$ cat src/rtl/rxq_pkg.sv
package rxq_pkg;
  localparam int ERR_W      = 4;
  localparam int ERR_FRAME  = 0;
  localparam int ERR_PARITY = 1;
  localparam int ERR_BREAK  = 2;
  localparam int ERR_OVR    = 3;
endpackage

$ cat src/rtl/rxq_store.sv
module rxq_store #(
  parameter int DEPTH  = 16,
  parameter int W      = 8,
  localparam int AW    = $clog2(DEPTH)
) (
  input  logic          clk,
  input  logic          rst,
  input  logic          we,
  input  logic [AW-1:0] waddr,
  input  logic [W-1:0]  wdata,
  input  logic          re,
  input  logic [AW-1:0] raddr,
  output logic [W-1:0]  rdata
);
  logic [W-1:0] mem [DEPTH];

  // Write port, no reset so the array maps to block RAM
  always_ff @(posedge clk) begin
    if (we) mem[waddr] <= wdata;
  end

  // Registered read port, read-before-write
  always_ff @(posedge clk) begin
    if (rst)     rdata <= '0;
    else if (re) rdata <= mem[raddr];
  end
endmodule

$ cat src/rtl/rxq_status.sv
module rxq_status #(
  parameter int DEPTH = 16,
  localparam int AW   = $clog2(DEPTH),
  localparam int EW   = rxq_pkg::ERR_W
) (
  input  logic          clk,
  input  logic          rst,
  input  logic          we,
  input  logic [AW-1:0] waddr,
  input  logic [EW-1:0] werr,
  input  logic          re,
  input  logic [AW-1:0] raddr,
  input  logic          clr,
  input  logic          drop,
  output logic [EW-1:0] status
);
  logic [EW-1:0] err_mem [DEPTH];
  logic [EW-1:0] status_n;

  // Error flags in flops so status loads in the same cycle as the data read
  always_ff @(posedge clk) begin
    if (rst) begin
      for (int i = 0; i < DEPTH; i++) err_mem[i] <= '0;
    end else if (we) begin
      err_mem[waddr] <= werr;
    end
  end

  always_comb begin
    if (clr)     status_n = '0;
    else if (re) status_n = err_mem[raddr];
    else         status_n = status;
    if (drop) status_n[rxq_pkg::ERR_OVR] = 1'b1;
  end

  always_ff @(posedge clk) begin
    if (rst) status <= '0;
    else     status <= status_n;
  end

  AST_CLR_ZEROES: assert property (@(posedge clk) disable iff (rst)
    (clr && !drop) |=> (status == '0));
  AST_DROP_SETS_OVR: assert property (@(posedge clk) disable iff (rst)
    drop |=> status[rxq_pkg::ERR_OVR]);
endmodule

$ cat src/rtl/rxq_ctrl.sv
module rxq_ctrl #(
  parameter int DEPTH = 16,
  localparam int AW   = $clog2(DEPTH),
  localparam int CW   = $clog2(DEPTH + 1)
) (
  input  logic          clk,
  input  logic          rst,
  input  logic          fifo_en,
  input  logic          trig_we,
  input  logic [CW-1:0] trig_val,
  input  logic          push_req,
  input  logic          pop_req,
  output logic          we,
  output logic [AW-1:0] waddr,
  output logic          re,
  output logic [AW-1:0] raddr,
  output logic          drop,
  output logic          full,
  output logic          empty,
  output logic          irq
);
  logic          fen_q;
  logic [AW-1:0] ptr_q;
  logic [CW-1:0] cnt_q, trig_q;
  logic [CW-1:0] depth_c, cnt_ap, cnt_n;
  logic [AW-1:0] mask_c;
  logic          flush, room, push_ok, pop_ok;

  assign flush   = fifo_en ^ fen_q;
  assign depth_c = fen_q ? CW'(DEPTH) : CW'(1);
  assign mask_c  = fen_q ? AW'(DEPTH - 1) : '0;
  assign room    = cnt_q < depth_c;
  assign push_ok = push_req && !flush && room;
  assign pop_ok  = pop_req && !flush && (cnt_q != '0);
  assign drop    = push_req && !flush && !room;
  assign cnt_ap  = cnt_q - CW'(pop_ok);
  assign cnt_n   = cnt_ap + CW'(push_ok);

  assign we    = push_ok;
  assign waddr = (ptr_q + cnt_q[AW-1:0]) & mask_c;
  assign re    = pop_req && !flush;
  assign raddr = ptr_q;

  always_ff @(posedge clk) begin
    if (rst) begin
      fen_q  <= 1'b0;
      ptr_q  <= '0;
      cnt_q  <= '0;
      trig_q <= CW'(1);
      full   <= 1'b0;
      empty  <= 1'b1;
      irq    <= 1'b0;
    end else begin
      if (trig_we) trig_q <= trig_val;
      if (flush) begin
        fen_q <= fifo_en;
        ptr_q <= '0;
        cnt_q <= '0;
        full  <= 1'b0;
        empty <= 1'b1;
      end else begin
        cnt_q <= cnt_n;
        ptr_q <= (ptr_q + AW'(pop_ok)) & mask_c;
        full  <= (cnt_n == depth_c);
        empty <= (cnt_n == '0);
        if (push_ok && cnt_n == trig_q)              irq <= 1'b1;
        else if (re && (cnt_ap + CW'(1)) == trig_q)  irq <= 1'b0;
      end
    end
  end

  AST_FLAGS_EXCL: assert property (@(posedge clk) disable iff (rst)
    !(full && empty));
  AST_CNT_BOUND: assert property (@(posedge clk) disable iff (rst)
    cnt_q <= depth_c);
  AST_CHAR_ONE: assert property (@(posedge clk) disable iff (rst)
    (!fen_q && !empty) |-> full);
  AST_FLUSH_EMPTIES: assert property (@(posedge clk) disable iff (rst)
    flush |=> (empty && !full));
  AST_FULL_HOLDS: assert property (@(posedge clk) disable iff (rst)
    (full && push_req && !pop_req && !flush) |=> full);
  AST_BOTH_KEEP_CNT: assert property (@(posedge clk) disable iff (rst)
    (push_req && pop_req && !flush && !full && !empty) |=> $stable(cnt_q));
  AST_IRQ_AT_TRIG: assert property (@(posedge clk) disable iff (rst)
    (push_req && !pop_req && !flush && !full && (cnt_q + CW'(1)) == trig_q) |=> irq);
endmodule

$ cat src/rtl/uart_rx_queue.sv
module uart_rx_queue #(
  parameter int DATA_W = 8,
  parameter int DEPTH  = 16,
  localparam int AW    = $clog2(DEPTH),
  localparam int CNT_W = $clog2(DEPTH + 1),
  localparam int EW    = rxq_pkg::ERR_W
) (
  input  logic              clk,
  input  logic              rst,
  input  logic              fifo_en,
  input  logic              trig_we,
  input  logic [CNT_W-1:0]  trig_level,
  input  logic              push_valid,
  input  logic [DATA_W-1:0] push_data,
  input  logic [EW-1:0]     push_err,
  output logic              can_accept,
  input  logic              pop,
  output logic [DATA_W-1:0] rd_data,
  input  logic              stat_clr,
  output logic [EW-1:0]     status_err,
  output logic              full,
  output logic              empty,
  output logic              rx_irq
);
  logic          we, re, drop;
  logic [AW-1:0] waddr, raddr;

  rxq_ctrl #(.DEPTH(DEPTH)) u_ctrl (
    .clk(clk), .rst(rst), .fifo_en(fifo_en), .trig_we(trig_we),
    .trig_val(trig_level), .push_req(push_valid), .pop_req(pop),
    .we(we), .waddr(waddr), .re(re), .raddr(raddr), .drop(drop),
    .full(full), .empty(empty), .irq(rx_irq)
  );

  rxq_store #(.DEPTH(DEPTH), .W(DATA_W)) u_store (
    .clk(clk), .rst(rst), .we(we), .waddr(waddr), .wdata(push_data),
    .re(re), .raddr(raddr), .rdata(rd_data)
  );

  rxq_status #(.DEPTH(DEPTH)) u_status (
    .clk(clk), .rst(rst), .we(we), .waddr(waddr), .werr(push_err),
    .re(re), .raddr(raddr), .clr(stat_clr), .drop(drop), .status(status_err)
  );

  assign can_accept = !full;

  AST_ACCEPT_NOT_FULL: assert property (@(posedge clk) disable iff (rst)
    (!can_accept && push_valid && !pop && fifo_en == $past(fifo_en)) |=> !can_accept);
endmodule

$ cat config.mk
export PLATFORM = sky130hd
export DESIGN_NAME = uart_rx_queue
export DESIGN_NICKNAME = d
export VERILOG_FILES = /design/src/rtl/rxq_pkg.sv /design/src/rtl/rxq_store.sv /design/src/rtl/rxq_status.sv /design/src/rtl/rxq_ctrl.sv /design/src/rtl/uart_rx_queue.sv
export SDC_FILE = /design/constraint.sdc
export NUM_CORES = 1
export LEC_CHECK = 0
export BUFFER_PORTS_ARGS = -buffer_cell sky130_fd_sc_hd__buf_2
export CORE_ASPECT_RATIO = 1.1
export CORE_MARGIN = 2
export CORE_UTILIZATION = 40
export DETAILED_ROUTE_END_ITERATION = 7
export PLACE_DENSITY_LB_ADDON = 0.08
export RECOVER_POWER = 100
export SETUP_SLACK_MARGIN = 0.5
export SKIP_LAST_GASP = 1
export SYNTH_ARGS = -nofsm -noshare
export SYNTH_HDL_FRONTEND = slang
export SYNTH_HIERARCHICAL = 1
export SYNTH_SLANG_ARGS = --single-unit
export TNS_END_PERCENT = 50
$ cat constraint.sdc
create_clock -name clk -period 6.3 [get_ports clk]
set_clock_uncertainty 0.2 [all_clocks]
set_input_delay 1.575 -clock clk [delete_from_list [all_inputs] [get_ports clk]]
set_output_delay 1.575 -clock clk [all_outputs]
set_load 0.01 [all_outputs]
==> out/results.ini <==
[global_route]
grt_first_pass_wirelength_um = 34400
grtUsageTotal_pct = 17.5
grt_pass1_vias = 5912
grt_overflow = 0
grt_max_degree = 55
antenna_found_initial = 0

[clocking]
cts_buffer_depth = 3
cts_sinks = 222
clockRootBuffer = clkbuf_16
clock_latency_ns = 0.51
cts-htree-levels = 1
cts_tree = built
hold_buffers = 0
path_clk_slew_ns = 0.06
cts.repair.resized = 0
cts_buffers = 24
post_cts_buffers = 0

[floorplan]
rows = 60
die_w_um = 154
initial_core_util_pct = 40.4
die_h_um = 168
boundaryPins = 40
core_um2 = 24300
dieArea_um2 = 25900

[worst_setup_path]
cp_data_required_time_ns = 6.50
path_cells = clkbuf_1, nand2_1, nor2_1, a21oi_1, nor3b_1, ha_1, ha_1, nand3b_1, a31oi_1, xor2_1, nor2_1, a22oi_1, nor3_2
worstPathMaxFanout = 9
regToRegStartpoint = u_ctrl/fen_q$_SDFFE_PP0P_
worstPathArrival_ns = 4.91
cp-startpoint = fifo_en
slowest_delay_ns = 1.20
path_buf_inv = 1
reg2reg_setup_slack_ns = 1.84
cp_num_cells = 13
endpoint = u_ctrl/full$_SDFF_PP0_
cpMaxStageDelayCell = nor3b_1
r2r_cells = 13
cp-start-kind = primary input
cp-end-kind = flip-flop
path_class = primary input to flip-flop
timing.rr.end = u_ctrl/full$_SDFF_PP0_
cp_top_family = simple AND/OR/NAND/NOR gates

[logic_synthesis]
ys_types = 52
mappedNetlistArea_um2 = 9840
syn_area_per_cell_um2 = 14.3
ys_ff_latch = 222
synth.most_common_cell = edfxtp_1
synth_edf_count = 192
synth_area_leaders = edfxtp_1 59%, mux2i_1 7.3%, dfxtp_1 6.1%
syn_inst = 690
synthFlopType = edfxtp_1
synth_top_area_share_pct = 58.6
syn-num-nets = 726
seq_area_frac_synth_pct = 64.7
ys_warn_count = 6
yosys.area.top_type = edfxtp_1
synthTopCellsByCount = 192 x edfxtp_1, 72 x mux2i_1, 70 x and2_1, 46 x nor2_1, 31 x nand2_1
async_flop_share_pct = 0

[final_layout]
regArea_um2 = 6370
final_nets = 766
fin_util_pct = 45.1
diodes = 0
multi_input_area_um2 = 3190
n_fill_cell = 2223
syn2layout_area_growth_pct = 11.6
drive_gt1_share_pct = 11.1

[power]
comb_power_share_pct = 4.0
power.density_nw_per_um2 = 286
power_frac_seq_pct = 52.0
leakagePower_nw = 3.63
vdd.ir_drop.worst_v = 0.000207
sw_frac_of_total_pct = 20.5
p_clk_share_pct = 44.0
p_sw_w = 0.000644
p_int_w = 0.00250

[timing]
tns_ns = 0
worst_pin_slew_ns = 1.72
setup_viol = 0
rsz0062_at_grt = false
finalHoldViolCount = 0
slew_viol_final = 47
fmax_mhz = 212
slew_headroom_pct = -14.4
fin_ws_ns = 1.58
period_minus_slack_ns = 4.72
final.period_utilization_pct = 74.9

[route]
drc = 0
drt_pass1_iterations = 5
wire_per_inst_um = 21.2
antenna_left = 0
vias = 5524
vias_per_cell = 5.22
wl_um = 22400
drtIter0Drc = 387

[outcome]
run_status = finished, violations left
violations = max-capacitance violations, max-slew violations

[flow_run]
maxCapViolations = 2

[placed_design]
dp_hpwl_um = 15100
dp_slack_ns = 1.69
gp_congestion = 0.832
port_buffers = 39

[hold_path]
hp-class = flip-flop to flip-flop

power by group through the flow:
| stage | combinational, W | clock [W] | sequential, W |
|---|---|---|---|
| 2_1_floorplan | 0.0000755 | 0 | 0.00166 |
| 3_3_place_gp | 0.000130 | 0 | 0.00167 |
| 3_5_place_dp | 0.000132 | 0 | 0.00167 |
| 4_1_cts | 0.000132 | 0.00142 | 0.00163 |
| 5_1_grt | 0.000140 | 0.00148 | 0.00164 |
| 6_report | 0.000127 | 0.00138 | 0.00163 |
routing by layer:
layer	track usage [%]	wire (um)
met2	32.8	11800
met4	4.35	444
met5	0	0
met3	2.74	819
met1	20.9	9360
layout make-up:
type                       count  area share, %
tap                          310           3.53
clock buffer                  36           6.63
timing repair buffer          44           1.82
multi-input combinational    427           29.0
inverter                      11          0.376
clock inverter                 8          0.581
sequential                   222           58.0
worst reg2reg max path, cell delays in order (launching register included):
cell      delay (ns)
dfxtp_1         0.53
inv_1           0.17
ha_1            0.35
nor2_1          0.11
a21oi_1         0.05
nor3b_1         1.20
ha_1            0.35
ha_1            0.28
nand3b_1        0.11
a31oi_1         0.31
xor2_1          0.31
nor2_1          0.08
a22oi_1         0.22
nor3_2          0.07
metrics by stage:
step           instance area, um^2  cells  power (W)  hold WS (ns)
2_1_floorplan                 9840    690    0.00174         0.282
3_3_place_gp                 10200   1014    0.00179         0.237
3_5_place_dp                 10200   1014    0.00180         0.242
4_1_cts                      11000   1058    0.00318         0.255
5_1_grt                      11000   1058    0.00326         0.291
6_report                     11000   1058    0.00315         0.258
state kept, by name, indices dropped and copies added (netlist names):
| register | cells |
|---|---|
| u_ctrl/full | 1 |
| u_ctrl/fen_q | 1 |
| u_ctrl/trig_q | 5 |
| u_ctrl/cnt_q | 5 |
| u_ctrl/raddr | 4 |
| u_store/rdata | 8 |
| u_status/status | 4 |
| u_ctrl/irq | 1 |
| u_status/err_mem | 64 |
| u_store/mem | 128 |
| u_ctrl/empty | 1 |
cell usage in the layout (no fill, tap or decap), types with 2 or more instances in the layout:
master     netlist  final
mux4_2          15     15
buf_4            0      5
and3_1           2      2
nor2b_1          8      8
nand3b_1         4      4
xnor2_1         15     15
clkbuf_8         0      4
and2_0           0     56
a211o_1          4      4
nor3_1          14     14
xor2_1           9      9
nor3b_1          3      4
o21ai_0          4      5
ha_1            11     11
inv_1           10     10
or3_1            2      2
dfxtp_1         30     29
a21oi_1         15     15
edfxtp_1       192    192
or2_0            0     10
clkbuf_16        0     26
nand2b_1         9      9
mux2i_1         72     72
a22oi_1         25     25
nand4b_1         2      2
clkbuf_1        10     32
clkinv_1         0      3
nand2_1         31     31
nor2_1          46     46
buf_2           10     13
or2_2            6      6
nand3_1         28     28
and2_1          70     14
clkinv_2         0      3
cell families after synthesis:
| kind of cell | after synthesis | synth area share [%] |
|---|---|---|
| multiplexers | 88 | 11.0 |
| buffers and inverters | 41 | 2.75 |
| AO/OA/AOI/OAI | 55 | 3.79 |
| adder cells (fa/ha/maj) | 12 | 1.60 |
| AND/OR/NAND/NOR | 246 | 13.6 |
| flip-flops | 222 | 64.7 |
| XOR/XNOR | 26 | 2.47 |
how the worst min path moves through the flow:
stage / cells past startpoint / slack, ns / end / start
2_1_floorplan: 2 / 0.28 / u_store/rdata[0]$_SDFFE_PP0P_ / u_store/rdata[0]$_SDFFE_PP0P_
3_3_place_gp: 2 / 0.24 / u_store/rdata[5]$_SDFFE_PP0P_ / u_store/rdata[5]$_SDFFE_PP0P_
3_5_place_dp: 2 / 0.24 / u_store/rdata[5]$_SDFFE_PP0P_ / u_store/rdata[5]$_SDFFE_PP0P_
4_1_cts: 2 / 0.26 / u_store/rdata[5]$_SDFFE_PP0P_ / u_store/rdata[5]$_SDFFE_PP0P_
5_1_grt: 2 / 0.29 / u_store/rdata[7]$_SDFFE_PP0P_ / u_store/rdata[7]$_SDFFE_PP0P_
6_report: 2 / 0.26 / u_store/rdata[4]$_SDFFE_PP0P_ / u_store/rdata[4]$_SDFFE_PP0P_
Note: power is estimated with default switching activity, not from simulation.
